## src/rtl/intc_pkg.sv

```systemverilog
package intc_pkg;

  // Index of the lowest set bit, 0 when the vector is empty.
  function automatic int lowest_set(input logic [31:0] v);
    int r;
    r = 0;
    for (int i = 31; i >= 0; i--) begin
      if (v[i]) r = i;
    end
    return r;
  endfunction

  // Type number reported for a line.
  function automatic logic [31:0] type_of(input logic [31:0] base, input int idx);
    return base + 32'(idx);
  endfunction

endpackage

```

## src/rtl/intc_busregs.sv

```systemverilog
module intc_busregs #(
  parameter int          ADDR_W    = 8,
  parameter int          DATA_W    = 8,
  parameter int          N         = 8,
  parameter logic [7:0]  CMD_ADDR  = 8'h20,
  parameter logic [7:0]  MASK_ADDR = 8'h21,
  parameter logic [7:0]  EOI_CODE  = 8'h20
) (
  input  logic              clk,
  input  logic              rst_n,
  input  logic [ADDR_W-1:0] bus_addr,
  input  logic              bus_wr,
  input  logic [DATA_W-1:0] bus_wdata,
  output logic [N-1:0]      mask_q,
  output logic              eoi_hit,
  output logic [DATA_W-1:0] bus_rdata
);
  logic sel_mask, sel_cmd;

  assign sel_mask = (bus_addr == ADDR_W'(MASK_ADDR));
  assign sel_cmd  = (bus_addr == ADDR_W'(CMD_ADDR));
  assign eoi_hit  = bus_wr && sel_cmd && (bus_wdata == DATA_W'(EOI_CODE));

  always_ff @(posedge clk or negedge rst_n) begin
    if (!rst_n)                mask_q <= '1;
    else if (bus_wr && sel_mask) mask_q <= bus_wdata[N-1:0];
  end

  assign bus_rdata = sel_mask ? DATA_W'(mask_q) : '0;
endmodule

```

## src/rtl/intc_resolver.sv

```systemverilog
module intc_resolver #(
  parameter int N     = 8,
  localparam int IDX_W = (N > 1) ? $clog2(N) : 1
) (
  input  logic [N-1:0]     pend_q,
  input  logic [N-1:0]     mask_q,
  input  logic [N-1:0]     isr_q,
  output logic             win_valid,
  output logic [IDX_W-1:0] win_idx,
  output logic             isr_valid,
  output logic [IDX_W-1:0] isr_idx,
  output logic             int_req
);
  logic [N-1:0] eligible;

  assign eligible  = pend_q & ~mask_q;
  assign win_valid = |eligible;
  assign win_idx   = IDX_W'(intc_pkg::lowest_set(32'(eligible)));
  assign isr_valid = |isr_q;
  assign isr_idx   = IDX_W'(intc_pkg::lowest_set(32'(isr_q)));
  assign int_req   = win_valid && (!isr_valid || (win_idx < isr_idx));
endmodule

```

## src/rtl/intc_service.sv

```systemverilog
module intc_service #(
  parameter int         N      = 8,
  parameter int         DATA_W = 8,
  parameter logic [7:0] BASE   = 8'h08,
  localparam int IDX_W = (N > 1) ? $clog2(N) : 1
) (
  input  logic              clk,
  input  logic              rst_n,
  input  logic [N-1:0]      req_in,
  input  logic              int_ack,
  input  logic              int_req,
  input  logic [IDX_W-1:0]  win_idx,
  input  logic              eoi_hit,
  input  logic              isr_valid,
  input  logic [IDX_W-1:0]  isr_idx,
  output logic [N-1:0]      pend_q,
  output logic [N-1:0]      isr_q,
  output logic [DATA_W-1:0] vec_out,
  output logic              ack_take
);
  logic [N-1:0] req_q, req_rise, ack_clr, eoi_clr;

  assign req_rise = req_in & ~req_q;
  assign ack_take = int_ack && int_req;
  assign ack_clr  = ack_take ? (N'(1) << win_idx) : '0;
  assign eoi_clr  = (eoi_hit && isr_valid) ? (N'(1) << isr_idx) : '0;

  always_ff @(posedge clk or negedge rst_n) begin
    if (!rst_n) begin
      req_q   <= '0;
      pend_q  <= '0;
      isr_q   <= '0;
      vec_out <= '0;
    end else begin
      req_q  <= req_in;
      pend_q <= (pend_q & ~ack_clr) | req_rise;
      isr_q  <= (isr_q & ~eoi_clr) | ack_clr;
      if (int_ack) begin
        if (ack_take) vec_out <= DATA_W'(intc_pkg::type_of(32'(BASE), int'(win_idx)));
        else          vec_out <= DATA_W'(intc_pkg::type_of(32'(BASE), N - 1));
      end
    end
  end
endmodule

```

## src/rtl/irq_prio_ctrl.sv

```systemverilog
module irq_prio_ctrl #(
  parameter int         N         = 8,
  parameter int         ADDR_W    = 8,
  parameter int         DATA_W    = 8,
  parameter logic [7:0] BASE      = 8'h08,
  parameter logic [7:0] CMD_ADDR  = 8'h20,
  parameter logic [7:0] MASK_ADDR = 8'h21,
  parameter logic [7:0] EOI_CODE  = 8'h20
) (
  input  logic              clk,
  input  logic              rst_n,
  input  logic [N-1:0]      req_in,
  input  logic [ADDR_W-1:0] bus_addr,
  input  logic              bus_wr,
  input  logic [DATA_W-1:0] bus_wdata,
  output logic [DATA_W-1:0] bus_rdata,
  input  logic              int_ack,
  output logic              int_out,
  output logic [DATA_W-1:0] vec_out
);
  localparam int IDX_W = (N > 1) ? $clog2(N) : 1;

  logic [N-1:0]     mask_q, pend_q, isr_q;
  logic             eoi_hit, win_valid, isr_valid, ack_take;
  logic [IDX_W-1:0] win_idx, isr_idx;

  intc_busregs #(
    .ADDR_W(ADDR_W), .DATA_W(DATA_W), .N(N),
    .CMD_ADDR(CMD_ADDR), .MASK_ADDR(MASK_ADDR), .EOI_CODE(EOI_CODE)
  ) regs_i (
    .clk(clk), .rst_n(rst_n), .bus_addr(bus_addr), .bus_wr(bus_wr),
    .bus_wdata(bus_wdata), .mask_q(mask_q), .eoi_hit(eoi_hit), .bus_rdata(bus_rdata)
  );

  intc_resolver #(.N(N)) res_i (
    .pend_q(pend_q), .mask_q(mask_q), .isr_q(isr_q),
    .win_valid(win_valid), .win_idx(win_idx),
    .isr_valid(isr_valid), .isr_idx(isr_idx), .int_req(int_out)
  );

  intc_service #(.N(N), .DATA_W(DATA_W), .BASE(BASE)) svc_i (
    .clk(clk), .rst_n(rst_n), .req_in(req_in), .int_ack(int_ack),
    .int_req(int_out), .win_idx(win_idx), .eoi_hit(eoi_hit),
    .isr_valid(isr_valid), .isr_idx(isr_idx),
    .pend_q(pend_q), .isr_q(isr_q), .vec_out(vec_out), .ack_take(ack_take)
  );
endmodule

```

## config.mk

```make
export PLATFORM = sky130hd
export DESIGN_NAME = irq_prio_ctrl
export DESIGN_NICKNAME = d
export VERILOG_FILES = /design/src/rtl/intc_pkg.sv /design/src/rtl/intc_busregs.sv /design/src/rtl/intc_resolver.sv /design/src/rtl/intc_service.sv /design/src/rtl/irq_prio_ctrl.sv
export SDC_FILE = /design/constraint.sdc
export NUM_CORES = 1
export LEC_CHECK = 0
export ABC_AREA = 1
export BUFFER_PORTS_ARGS = -buffer_cell sky130_fd_sc_hd__buf_2
export CORE_MARGIN = 1
export CORE_UTILIZATION = 35
export DETAILED_ROUTE_END_ITERATION = 10
export PLACE_DENSITY = 0.69
export SKIP_LAST_GASP = 1
export SYNTH_ARGS = -nofsm -noshare
export SYNTH_HDL_FRONTEND = slang
export SYNTH_SLANG_ARGS = --single-unit
```

## constraint.sdc

```tcl
create_clock -name clk -period 2 [get_ports clk]
set_clock_uncertainty 0.2 [all_clocks]
set_input_delay 0.4 -clock clk [delete_from_list [all_inputs] [get_ports clk]]
set_output_delay 0.4 -clock clk [all_outputs]
set_load 0.01 [all_outputs]
```

# Word level (Yosys, flattened, before mapping)
# Index checks and enable logic that the tools add are counted.
[op_classes]
n_addsub = 1
n_lt_le_gt_ge = 1
n_eq_ne = 3
n_shift = 2
muxes = 20
bitwise = 10
reduce_logical = 10
[ops]
columns = ["operator", "count"]
rows = [
  ["2-to-1 mux 3 bit", 16],
  ["bitwise AND 8 bit", 4],
  ["2-to-1 mux 8 bit", 4],
  ["NOT 8 bit", 4],
  ["equality test 8 x 6 -> 1 bit, second input constant", 3],
  ["OR 8 bit", 2],
  ["OR reduction 8 bit", 2],
  ["left shift 1 x 3 -> 8 bit, first input constant", 2],
  ["logical AND 1 bit", 6],
  ["adder 4 x 3 -> 5 bit, first input constant", 1],
  ["less-than comparator 3 bit", 1],
  ["zero test 1 bit", 1],
  ["logical OR 1 bit", 1],
]
[totals]
reg_bits = 40
out_inout_bits = 17

# Depth between registers and ports, before layout
# Gate-level depths: netlist of the first run.
[depth]
depth_word = 18
depth_mapped = 17

# Cells and area by module
# From an unflattened synthesis of the first run, not the netlist that was laid out.
[unflattened]
hier_cells = 265
area_unflattened_um2 = 1945.6
[by_module_without_submodules]
columns = ["module", "n_inst", "cells_per_inst", "area_each_um2", "seq_area_each_um2"]
rows = [
  ["intc_service", 1, 127, 1104.8, 700.7],
  ["intc_busregs", 1, 73, 550.5, 210.2],
  ["intc_resolver", 1, 65, 290.3, 0.0],
]

# Worst setup path before layout of the first run
# No wires, ideal clock.
[synth_path]
path_kind = "flip-flop to output port"
from = "reg regs_i.mask_q[5]"
to = "out int_out"
t_arrival_ns = 1.850
setup_slack_ns = -0.450
path_stages_with_launch = 12
cell_sequence = "dfstp_2 inv_2 nand2_1 nand2_2 o21ai_2 inv_1 ha_1 inv_1 o21bai_1 inv_1 nand2_2 a21boi_0"
[synth_via]
elab_chain_len = 11
elab_cells_between_ends = 12
cone_classes = "order compare: 1; mux: 6; bitwise: 2; reduce/logical: 3"
[synth_rtl]
columns = ["item", "line_no", "text"]
rows = [
  ["start, declared", "intc_busregs.sv:14", "output logic [N-1:0] mask_q,"],
  ["start signal, assigned", "intc_busregs.sv:26", "else if (bus_wr && sel_mask) mask_q <= bus_wdata[N-1:0];"],
  ["NOT 8 bit *", "intc_resolver.sv:16", "assign eligible = pend_q & ~mask_q;"],
  ["bitwise AND 8 bit *", "intc_resolver.sv:16", ""],
  ["2-to-1 mux 3 bit (6 in series)", "intc_pkg.sv:8", "if (v[i]) r = i;"],
  ["less-than comparator 3 bit", "intc_resolver.sv:21", "assign int_req = win_valid && (!isr_valid || (win_idx < isr_idx));"],
  ["logical OR 1 bit", "intc_resolver.sv:21", ""],
  ["logical AND 1 bit *", "intc_resolver.sv:21", ""],
  ["end, declared", "irq_prio_ctrl.sv:18", "output logic int_out,"],
]
# Mark *: on every way between the ends. The rest lies on a longest branch, timed or not.

# Worst setup path after layout of the first run
[layout_path]
from = "reg regs_i.mask_q[6]"
to = "out int_out"
[layout_via]
elab_chain_len = 12
elab_cells_between_ends = 13
cone_classes = "order compare: 1; mux: 7; bitwise: 2; reduce/logical: 3"
[layout_rtl]
columns = ["item", "line_no"]
rows = [
  ["NOT 8 bit *", "intc_resolver.sv:16"],
  ["bitwise AND 8 bit *", "intc_resolver.sv:16"],
  ["2-to-1 mux 3 bit (7 in series)", "intc_pkg.sv:8"],
  ["less-than comparator 3 bit", "intc_resolver.sv:21"],
  ["logical OR 1 bit", "intc_resolver.sv:21"],
  ["logical AND 1 bit *", "intc_resolver.sv:21"],
]
# Marks and branches as above.

==> impl_results.md, run 1 <==
* Hpwl dp at 3660 um
* #FFs+latches synth at 36
* Number of remaining DRC errors at 0
* Dpl cells at 392
* Core area at 5240 um2
* Post-synthesis sequential area ratio at 46.9%
* R2r setup slk at -0.44 ns
* HP Class: in -> reg
* CTS tree: done
* GP Congestion at 0.821
* Setup TNS at -7.83 ns
* TritonCTS buffer count at 5
* Synthesized area per cell at 7.74 um2
* Initial antenna violation count at 0
* Setup CP Type: reg -> out
* Ys Warns at 0
* First-pass GRT wire length at 8310 um
* Final Hold Viols at 0
* Total grt overflow at 0
* Remaining antenna violation count at 0
* Setup violators final at 20
* Die height at 76.5 um
* Cell area after synthesis at 1940 um2
* Initial core utilization at 37.1%
* Initial detailed-routing violation count at 74
* P&R area growth vs syn at 39.6%
* Crit start category: register
* Worst-path clk slew at 0.07 ns
* Worst path required time at 1.40 ns
* Clk Latency, worst-skew pair at 0.28 ns
* Die extent in x at 76.5 um
* Vias in the first global route at 1786
* Largest buffer count on any clock path at 2
* Drt pass-1 iters at 4
* Slew Viols, Final at 0
* PwrDens at 990 nW/um2
* Vias at 1828
* Netlist cell types at 29
* MaxCap Viol Count at 0
* CP max FO at 2
* DIE AREA at 5850 um2
* CP Capture Type: output port
* Commonest non-fill, non-tap cell in the layout: nand2_1
* Status: finished with violations
* VDD IR max at 534 uV
* Clock sinks at 36
* Fin worst setup slack at -0.564 ns
* Layout cell share with drive strength beyond 1 at 43.9%
* Critical path arrival at 1.96 ns
* Synth Instances at 251
* Row count at 26
* WL/cell at 11.4 um
* Port-buffer cells at 40
* Failing checks: setup timing
* Post-route insts no fill at 407
* IO Count at 45
* Clock Tree Root: clkbuf_8
* Antenna diodes at 0
* Pleak at 1.46 nW
* Vias per cell at 4.49
* Commonest non-fill, non-tap cells in the layout: nand2_1 (64), buf_2 (40), buf_4 (39)
* H-tree lvl count at 2
* Tcrit/Tclk final at 128%
* RSZ-0062 raised after global routing: true
* Largest net degree at the start of global routing at 37
* Highest clock rate at 390 MHz
* GRT Total Usage at 18.0%
* Minimum clock period at 2.56 ns
* Routed WL at 4650 um
* Final net count at 365
## worst paths after layout
kind,to,startpoint,cells after the start
max in group asynchronous,regs_i.mask_q[4]$_DFFE_PN1P_,rst_n,3
worst max-delay path,int_out,regs_i.mask_q[6]$_DFFE_PN1P_,12
min in group asynchronous,svc_i.pend_q[4]$_DFF_PN0_,rst_n,3
worst max register to register,svc_i.pend_q[4]$_DFF_PN0_,regs_i.mask_q[2]$_DFFE_PN1P_,18
worst min register to register,svc_i.vec_out[3]$_DFFE_PN0P_,svc_i.vec_out[3]$_DFFE_PN0P_,1
worst min-delay path,svc_i.req_q[2]$_DFF_PN0_,req_in[2],1
## worst max-delay path: stages, from the launching register on
cell,delay [ns]
dfstp_2,0.53
inv_2,0.04
nand2_2,0.08
o21ai_4,0.07
o21ai_4,0.18
inv_2,0.07
ha_4,0.26
inv_2,0.02
o21bai_1,0.12
inv_1,0.06
nand2_2,0.07
a21boi_2,0.04
buf_2,0.13
## state kept, by name, indices dropped and copies added, names as in the netlist
register / count
regs_i.mask_q: 8
svc_i.isr_q: 8
svc_i.pend_q: 8
svc_i.req_q: 8
svc_i.vec_out: 4
## cell families (layout without fill, tap and decap cells)
family | count (synthesis) | count (layout) | share of synthesized area (%)
other | 1 | 4 | 0.193
AND/OR/NAND/NOR | 142 | 142 | 34.4
flip-flops | 36 | 36 | 46.9
buffers and inverters | 49 | 132 | 10.8
AO/OA/AOI/OAI | 22 | 22 | 7.02
adder cells (fa/ha/maj) | 1 | 1 | 0.644
## report_power, final
part           internal [mW]  switching (mW)
Clock                  0.280           0.250
Sequential             0.858          0.0721
Combinational          0.581           0.645
Total                   1.72           0.967
## layer usage
metal | share of wire (%) | vias up | GRT usage (%)
met5 | 0 | - | 0
met4 | 1.5 | 0 | 5.58
met3 | 5.0 | 6 | 4.19
met2 | 47 | 52 | 28.9
met1 | 46 | 821 | 23.9
li1 | - | 949 | -
## stage by stage
stage	hold WS (ns)	utilization (%)	instance area, um2	setup slack (ns)	power (mW)
2_1_floorplan	-0.0956	-	2030	-0.178	1.61
3_3_place_gp	0.252	48.3	2530	-0.240	2.01
3_5_place_dp	0.252	48.3	2530	-0.296	2.04
4_1_cts	0.0199	51.1	2680	-0.574	2.67
5_1_grt	0.0166	51.8	2710	-0.676	2.90
6_report	0.0326	51.8	2710	-0.564	2.69
## what timing repair did
| action | in CTS | in global routing |
|---|---|---|
| setup buffers | 3 | 3 |
| setup endpoints to repair | 20 | 20 |
| pin swaps | 3 | 7 |
| gates resized for setup | 7 | 5 |
| hold endpoints to repair | 28 | 0 |
| hold buffers | 1 | 0 |
## synthesized netlist by cell type, drive strengths merged
| cell | count | share of area (%) |
|---|---|---|
| ha | 1 | 0.64 |
| or2 | 4 | 1.3 |
| buf | 8 | 2.9 |
| nand3 | 6 | 1.5 |
| clkinv | 1 | 0.19 |
| conb | 1 | 0.19 |
| nor2 | 30 | 5.9 |
| nor3 | 5 | 1.3 |
| nand4 | 12 | 6.1 |
| a21oi | 1 | 0.84 |
| dfrtp | 28 | 36 |
| nand2 | 81 | 17 |
| a21boi | 1 | 0.39 |
| inv | 40 | 7.7 |
| nand3b | 1 | 0.39 |
| o31ai | 1 | 0.39 |
| o21ai | 18 | 5.0 |
| nor4 | 3 | 0.97 |
| o21bai | 1 | 0.39 |
| dfstp | 8 | 11 |
## final cells by class
| cell class | count | area (um2) |
|---|---|---|
| fillers | 514 | 2520 |
| multi-input cells | 169 | 930 |
| flip-flops and latches | 36 | 911 |
| repair buffers | 83 | 537 |
| inverters | 41 | 154 |
| well taps | 70 | 87.6 |
| clock buffers | 7 | 86.3 |
| clock inverters | 1 | 7.51 |
No activity file was read; power rests on OpenSTA's default activity.
==> inputs of run 2 (changes only) <==
==> constraint.sdc (replaced) <==
create_clock -name clk -period 2 [get_ports clk]
set_clock_uncertainty 0.2 [all_clocks]
set_input_delay 0.1 -clock clk [delete_from_list [all_inputs] [get_ports clk]]
set_output_delay 0.1 -clock clk [all_outputs]
set_load 0.01 [all_outputs]
==> impl_results.md, run 2 (synthesis results as in run 1) <==
* Status: finished with violations (unchanged)
* Failing checks: setup timing (unchanged)
* Total grt overflow at 0 (unchanged)
* HP Class: in -> reg (unchanged)
* Crit start category: register (unchanged)
* R2R Path Start: regs_i.mask_q[0]$_DFFE_PN1P_ (was regs_i.mask_q[2]$_DFFE_PN1P_)
* Hold Startpoint: bus_wr (was req_in[2])
* Clk Latency, worst-skew pair at 0.29 ns (was 0.28 ns)
* CP max stage delay at 0.53 ns (about the same)
* Max-slew headroom at 46.7%
* Drt pass-1 iters at 4 (unchanged)
* Vias per cell at 4.64 (was 4.49)
* Fillers at 505 (was 514)
* Row count at 26 (unchanged)
* Initial antenna violation count at 0 (unchanged)
* Setup TNS at -4.42 ns (was -7.83 ns)
* Worst path required time at 1.98 ns (was 1.40 ns)
* H-tree lvl count at 2 (unchanged)
* WL/cell at 11.9 um (was 11.4 um)
* GP Congestion at 0.815 (was 0.821)
* PwrDens at 939 nW/um2 (was 990 nW/um2)
* Slew @ Worst Pin at 0.800 ns
* Initial detailed-routing violation count at 80 (was 74)
* M1 GR Usage at 22.8% (was 23.9%)
* CP Capture Type: register (was output port)
* P&R area growth vs syn at 47.8% (was 39.6%)
* GRT Total Usage at 18.0% (about the same)
* Crit path cell chain: inv_2 > nand2_2 > nand2_2 > nor2_4 > o21ai_4 > inv_2 > ha_4 > nand2_1 > nor2_1 > nand2_1 > nand2_2 > buf_4 > nand2_8 > nand4_1 > nand2_1 > nand2_1 (was inv_2 > nand2_2 > o21ai_4 > o21ai_4 > inv_2 > ha_4 > inv_2 > o21bai_1 > inv_1 > nand2_2 > a21boi_2 > buf_2)
* Fin worst setup slack at -0.284 ns (was -0.564 ns)
* Commonest non-fill, non-tap cells in the layout: nand2_1 (62), buf_2 (40), buf_4 (36) (was nand2_1 (64), buf_2 (40), buf_4 (39))
* Util after Layout at 54.8% (was 51.8%)
* RSZ-0062 raised after global routing: true (unchanged)
* Number of remaining DRC errors at 0 (unchanged)
* CP max FO at 6 (was 2)
* MaxCap Viol Count at 0 (unchanged)
* Setup violators final at 20 (unchanged)
* Crit path from: regs_i.mask_q[0]$_DFFE_PN1P_ (was regs_i.mask_q[6]$_DFFE_PN1P_)
* CP max-delay cell: dfstp_2 (unchanged)
* Storage cell area at 911 um2 (unchanged)
* Vias at 1941 (was 1828)
* Highest clock rate at 438 MHz (was 390 MHz)
* Hpwl dp at 3580 um (was 3660 um)
* Vias in the first global route at 1885 (was 1786)
* Top delay family on crit path: simple AND/OR/NAND/NOR gates (was flip-flops)
* Multi-input logic area at 985 um2 (was 930 um2)
* Slew Viols, Final at 0 (unchanged)
* Die extent in x at 76.5 um (unchanged)
* DIE AREA at 5850 um2 (unchanged)
* Clock sinks at 36 (unchanged)
* Pleak at 1.50 nW (was 1.46 nW)
* Layout cell share with drive strength beyond 1 at 41.7% (was 43.9%)
* Final net count at 376 (was 365)
* Antenna diodes at 0 (unchanged)
* Die height at 76.5 um (unchanged)
* TritonCTS buffer count at 5 (unchanged)
* Minimum clock period at 2.28 ns (was 2.56 ns)
* Initial core utilization at 37.1% (unchanged)
* VDD IR max at 523 uV (was 534 uV)
* Routed WL at 4960 um (was 4650 um)
* Port-buffer cells at 40 (unchanged)
* Worst-path clk slew at 0.08 ns (was 0.07 ns)
* Core area at 5240 um2 (unchanged)
* Critical Path Most Common Cell: nand2_1 (was inv_2)
* Tcrit/Tclk final at 114% (was 128%)
* Gr busiest metal: met2 (unchanged)
* Remaining antenna violation count at 0 (unchanged)
* Grt met2 use at 30.5% (was 28.9%)
* Clock Tree Root: clkbuf_8 (unchanged)
* WP buf/inv at 3 (was 5)
* M3 GR Usage at 3.47% (was 4.19%)
* Critical path arrival at 2.26 ns (was 1.96 ns)
* Commonest non-fill, non-tap cell in the layout: nand2_1 (unchanged)
* IO Count at 45 (unchanged)
* Setup CP Type: reg -> reg (was reg -> out)
* First-pass GRT wire length at 8280 um (was 8310 um)
* Final Hold Viols at 0 (unchanged)
* CTS tree: done (unchanged)
* Largest net degree at the start of global routing at 37 (unchanged)
* Largest buffer count on any clock path at 2 (unchanged)
## run 2: final timing paths
path	endpoint	slack (ns)	cells past startpoint
setup / recovery	svc_i.pend_q[7]$_DFF_PN0_	-0.28	16
hold / removal	regs_i.mask_q[5]$_DFFE_PN1P_	0.02	5
setup reg to reg	svc_i.pend_q[7]$_DFF_PN0_	-0.28	16
hold reg to reg	svc_i.vec_out[3]$_DFFE_PN0P_	0.27	1
max in group asynchronous	svc_i.isr_q[2]$_DFF_PN0_	0.85	2
min in group asynchronous	svc_i.req_q[4]$_DFF_PN0_	0.23	2
## run 2: layer usage
metal  share of wire [%]  vias to the layer above
li1                    -                      967
met1                  47                      901
met2                  46                       62
met3                 3.9                       11
met4                 2.6                        0
met5                   0                        -
## run 2: layout make-up
class	count	area share, %
timing repair buffer	93	22.3
multi-input combinational	170	34.3
clock buffer	7	3.01
inverter	41	5.36
clock inverter	1	0.261
tap	70	3.05
sequential	36	31.7
## run 2: stage by stage
| stage | setup slack [ns] | area, um2 | total power [mW] | std cells | hold WS (ns) |
|---|---|---|---|---|---|
| finish | -0.284 | 2870 | 2.70 | 418 | 0.0162 |
| global route | -0.366 | 2870 | 2.87 | 418 | 0.0682 |
| CTS | -0.279 | 2800 | 2.61 | 416 | 0.00508 |
| detailed placement | -0.293 | 2450 | 1.91 | 384 | 0.0251 |
| global placement | -0.210 | 2450 | 1.89 | 384 | 0.0233 |
| floorplan | -0.101 | 2010 | 1.57 | 254 | -0.396 |
## run 2: report_power, final
part	internal, mW	total (mW)	switching [mW]
logic	0.534	1.22	0.681
registers	0.858	0.941	0.0837
clock network	0.280	0.540	0.260
## run 2: repair_timing
| action | in CTS | in global routing |
|---|---|---|
| hold buffers | 17 | 0 |
| endpoints found under the setup margin | 20 | 20 |
| gates resized for setup | 11 | 11 |
| gates cloned | 1 | 0 |
| buffers inserted | 6 | 2 |
| pin swaps | 9 | 8 |
| hold endpoints to repair | 52 | 0 |
## run 2: worst register-to-register path, stage by stage (launching register included)
cell,delay (ns)
dfstp_2,0.53
inv_2,0.04
nand2_2,0.06
nand2_2,0.08
nor2_4,0.14
o21ai_4,0.07
inv_2,0.07
ha_4,0.20
nand2_1,0.06
nor2_1,0.04
nand2_1,0.07
nand2_2,0.06
buf_4,0.16
nand2_8,0.10
nand4_1,0.15
nand2_1,0.11
nand2_1,0.05
==> inputs of run 3 (changes only) <==
- CORE_UTILIZATION: 35 -> 45
- PLACE_DENSITY: 0.69 -> 0.82
==> impl_results.md, run 3 (synthesis results as in run 1) <==
* GRT Total Usage at 23.9% (was 18.0%)
* Hold Path End: regs_i.mask_q[5]$_DFFE_PN1P_ (unchanged)
* Dpl cells at 363 (was 384)
* Critical Path Most Common Cell: inv_2 (was nand2_1)
* Status: finished with violations (unchanged)
* Post-route insts no fill at 398 (was 418)
* Util after Layout at 69.6% (was 54.8%)
* WL/cell at 12.7 um (was 11.9 um)
* Clk Latency, worst-skew pair at 0.29 ns (about the same)
* Fillers at 327 (was 505)
* PwrDens at 953 nW/um2 (was 939 nW/um2)
* Layout cell share with drive strength beyond 1 at 42.2% (was 41.7%)
* Vias per cell at 4.81 (was 4.64)
* Crit start category: register (unchanged)
* Int Pwr at 1.69 mW (was 1.67 mW)
* First-pass GRT wire length at 7600 um (was 8280 um)
* TritonCTS buffer count at 5 (unchanged)
* RSZ-0062 raised after global routing: true (unchanged)
* Minimum clock period at 2.30 ns (was 2.28 ns)
* CP max stage delay at 0.53 ns (about the same)
* Clock sinks at 36 (unchanged)
* Pleak at 1.51 nW (was 1.50 nW)
* Switching Power at 1.02 mW (was 1.03 mW)
* Commonest non-fill, non-tap cells in the layout: nand2_1 (62), buf_2 (40), buf_4 (37) (was nand2_1 (62), buf_2 (40), buf_4 (36))
* Reg power frac at 34.9% (about the same)
* Vias in the first global route at 1742 (was 1885)
* Initial detailed-routing violation count at 95 (was 80)
* Final Hold Viols at 0 (unchanged)
* Storage cell area at 911 um2 (unchanged)
* Number of remaining DRC errors at 0 (unchanged)
* Initial core utilization at 47.6% (was 37.1%)
* VDD IR max at 495 uV (was 523 uV)
* HP Class: in -> reg (unchanged)
* DIE AREA at 4580 um2 (was 5850 um2)
* Tot Pwr at 2.71 mW (was 2.70 mW)
* Commonest non-fill, non-tap cell in the layout: nand2_1 (unchanged)
* R2R depth at 14 (was 16)
* Largest buffer count on any clock path at 2 (unchanged)
* Clk network pwr share at 20.3% (was 20.0%)
* CP max FO at 3 (was 6)
* Core area at 4090 um2 (was 5240 um2)
* IO Count at 45 (unchanged)
* Drt pass-1 iters at 4 (unchanged)
* Antenna diodes at 0 (unchanged)
* Tcrit/Tclk final at 115% (was 114%)
* Crit Reg-Reg Endpoint: svc_i.isr_q[5]$_DFF_PN0_ (was svc_i.pend_q[7]$_DFF_PN0_)
* Design Area, Final at 2850 um2 (was 2870 um2)
* Combinational power share at 44.8% (was 45.1%)
* GP Congestion at 0.858 (was 0.815)
* Worst Hold Depth at 5 (unchanged)
* Setup violators final at 20 (unchanged)
* Clock Tree Root: clkbuf_8 (unchanged)
* WP depth at 12 (was 16)
* CP max-delay cell: dfstp_2 (unchanged)
* Crit path cell chain: inv_2 > nand2_2 > nand2_4 > o21ai_4 > inv_2 > ha_4 > inv_2 > o21bai_1 > inv_1 > nand2_2 > a21boi_1 > buf_2 (was inv_2 > nand2_2 > nand2_2 > nor2_4 > o21ai_4 > inv_2 > ha_4 > nand2_1 > nor2_1 > nand2_1 > nand2_2 > buf_4 > nand2_8 > nand4_1 > nand2_1 > nand2_1)
* H-tree lvl count at 2 (unchanged)
* Slew Viols, Final at 0 (unchanged)
* Die extent in x at 67.7 um (was 76.5 um)
* Total grt overflow at 0 (unchanged)
* Highest clock rate at 434 MHz (was 438 MHz)
* CP Capture Type: output port (was register)
* Final net count at 377 (was 376)
* MaxCap Viol Count at 0 (unchanged)
* Critical path arrival at 2.00 ns (was 2.26 ns)
* Max-slew headroom at 46.5% (was 46.7%)
* Largest net degree at the start of global routing at 37 (unchanged)
* Hpwl dp at 3520 um (was 3580 um)
* Die height at 67.7 um (was 76.5 um)
* R2r setup slk at -0.26 ns (was -0.28 ns)
* Multi-input logic area at 973 um2 (was 985 um2)
* Slew @ Worst Pin at 0.802 ns (was 0.800 ns)
* Top delay family on crit path: flip-flops (was simple AND/OR/NAND/NOR gates)
* Place WS at -0.263 ns (was -0.293 ns)
* Row count at 23 (was 26)
* Hold Startpoint: bus_wr (unchanged)
* Remaining antenna violation count at 0 (unchanged)
* Worst-path clk slew at 0.07 ns (was 0.08 ns)
* Port-buffer cells at 40 (unchanged)
* R2R Path Start: regs_i.mask_q[5]$_DFFE_PN1P_ (was regs_i.mask_q[0]$_DFFE_PN1P_)
* Worst path required time at 1.70 ns (was 1.98 ns)
* Failing checks: setup timing (unchanged)
* WP buf/inv at 5 (was 3)
* Sw frac at 37.6% (was 38.0%)
* Initial antenna violation count at 0 (unchanged)
* Routed WL at 5060 um (was 4960 um)
* P&R area growth vs syn at 46.4% (was 47.8%)
* CTS tree: done (unchanged)
* Cell Area, Placed at 2420 um2 (was 2450 um2)
* Fin worst setup slack at -0.304 ns (was -0.284 ns)
* Vias at 1915 (was 1941)
* Setup CP Type: reg -> out (was reg -> reg)
## run 3: metrics by stage
stage,setup TNS [ns],hold slack (ns)
2_1_floorplan,-1.50,-0.396
3_3_place_gp,-2.96,0.0220
3_5_place_dp,-4.15,0.0245
4_1_cts,-3.83,0.0159
5_1_grt,-7.09,0.0503
6_report,-4.73,0.0203
## run 3: worst max-delay path by stage
stage                           endpoint                    startpoint
3_3_place_gp   svc_i.pend_q[2]$_DFF_PN0_      svc_i.isr_q[1]$_DFF_PN0_
2_1_floorplan   svc_i.isr_q[4]$_DFF_PN0_  regs_i.mask_q[6]$_DFFE_PN1P_
5_1_grt        svc_i.pend_q[7]$_DFF_PN0_  regs_i.mask_q[0]$_DFFE_PN1P_
4_1_cts                          int_out  regs_i.mask_q[5]$_DFFE_PN1P_
6_report                         int_out  regs_i.mask_q[5]$_DFFE_PN1P_
3_5_place_dp   svc_i.pend_q[7]$_DFF_PN0_  regs_i.mask_q[3]$_DFFE_PN1P_
## run 3: routing by layer
layer / vias up / track usage [%] / wire, um
li1: 972 / - / -
met1: 884 / 27.7 / 2210
met2: 49 / 42.8 / 2520
met3: 10 / 5.07 / 228
met4: 0 / 8.24 / 97
met5: - / 0 / 0
## run 3: power by group through the flow
| stage | Clock (mW) | Sequential, mW | Combinational [mW] |
|---|---|---|---|
| 2_1_floorplan | 0 | 0.943 | 0.627 |
| 3_3_place_gp | 0 | 0.940 | 0.921 |
| 3_5_place_dp | 0 | 0.946 | 0.948 |
| 4_1_cts | 0.566 | 0.940 | 1.12 |
| 5_1_grt | 0.599 | 0.960 | 1.33 |
| 6_report | 0.550 | 0.945 | 1.22 |
## run 3: worst reg2reg max path: cells and delay by family (launching register included)
| family | cells | cell delay [ns] |
|---|---|---|
| adder cells (fa/ha/maj) | 1 | 0.27 |
| buffers and inverters | 5 | 0.35 |
| flip-flops | 1 | 0.53 |
| AO/OA/AOI/OAI | 2 | 0.29 |
| AND/OR/NAND/NOR | 6 | 0.51 |
## run 3: what timing repair did
item | 4_1_cts | 5_1_grt
endpoints found under the setup margin | 20 | 20
buffers inserted | 7 | 3
pin swaps | 7 | 5
resized for setup | 12 | 9
hold buffers | 17 | 0
cloned | 1 | 0
hold endpoints to repair | 52 | 0
## run 3: final cells by class
class,count,share of cell area [%]
clock buffer,7,3.39
inverter,41,5.41
multi-input combinational,170,34.2
sequential,36,32.0
tap,50,2.20
timing repair buffer,94,22.8
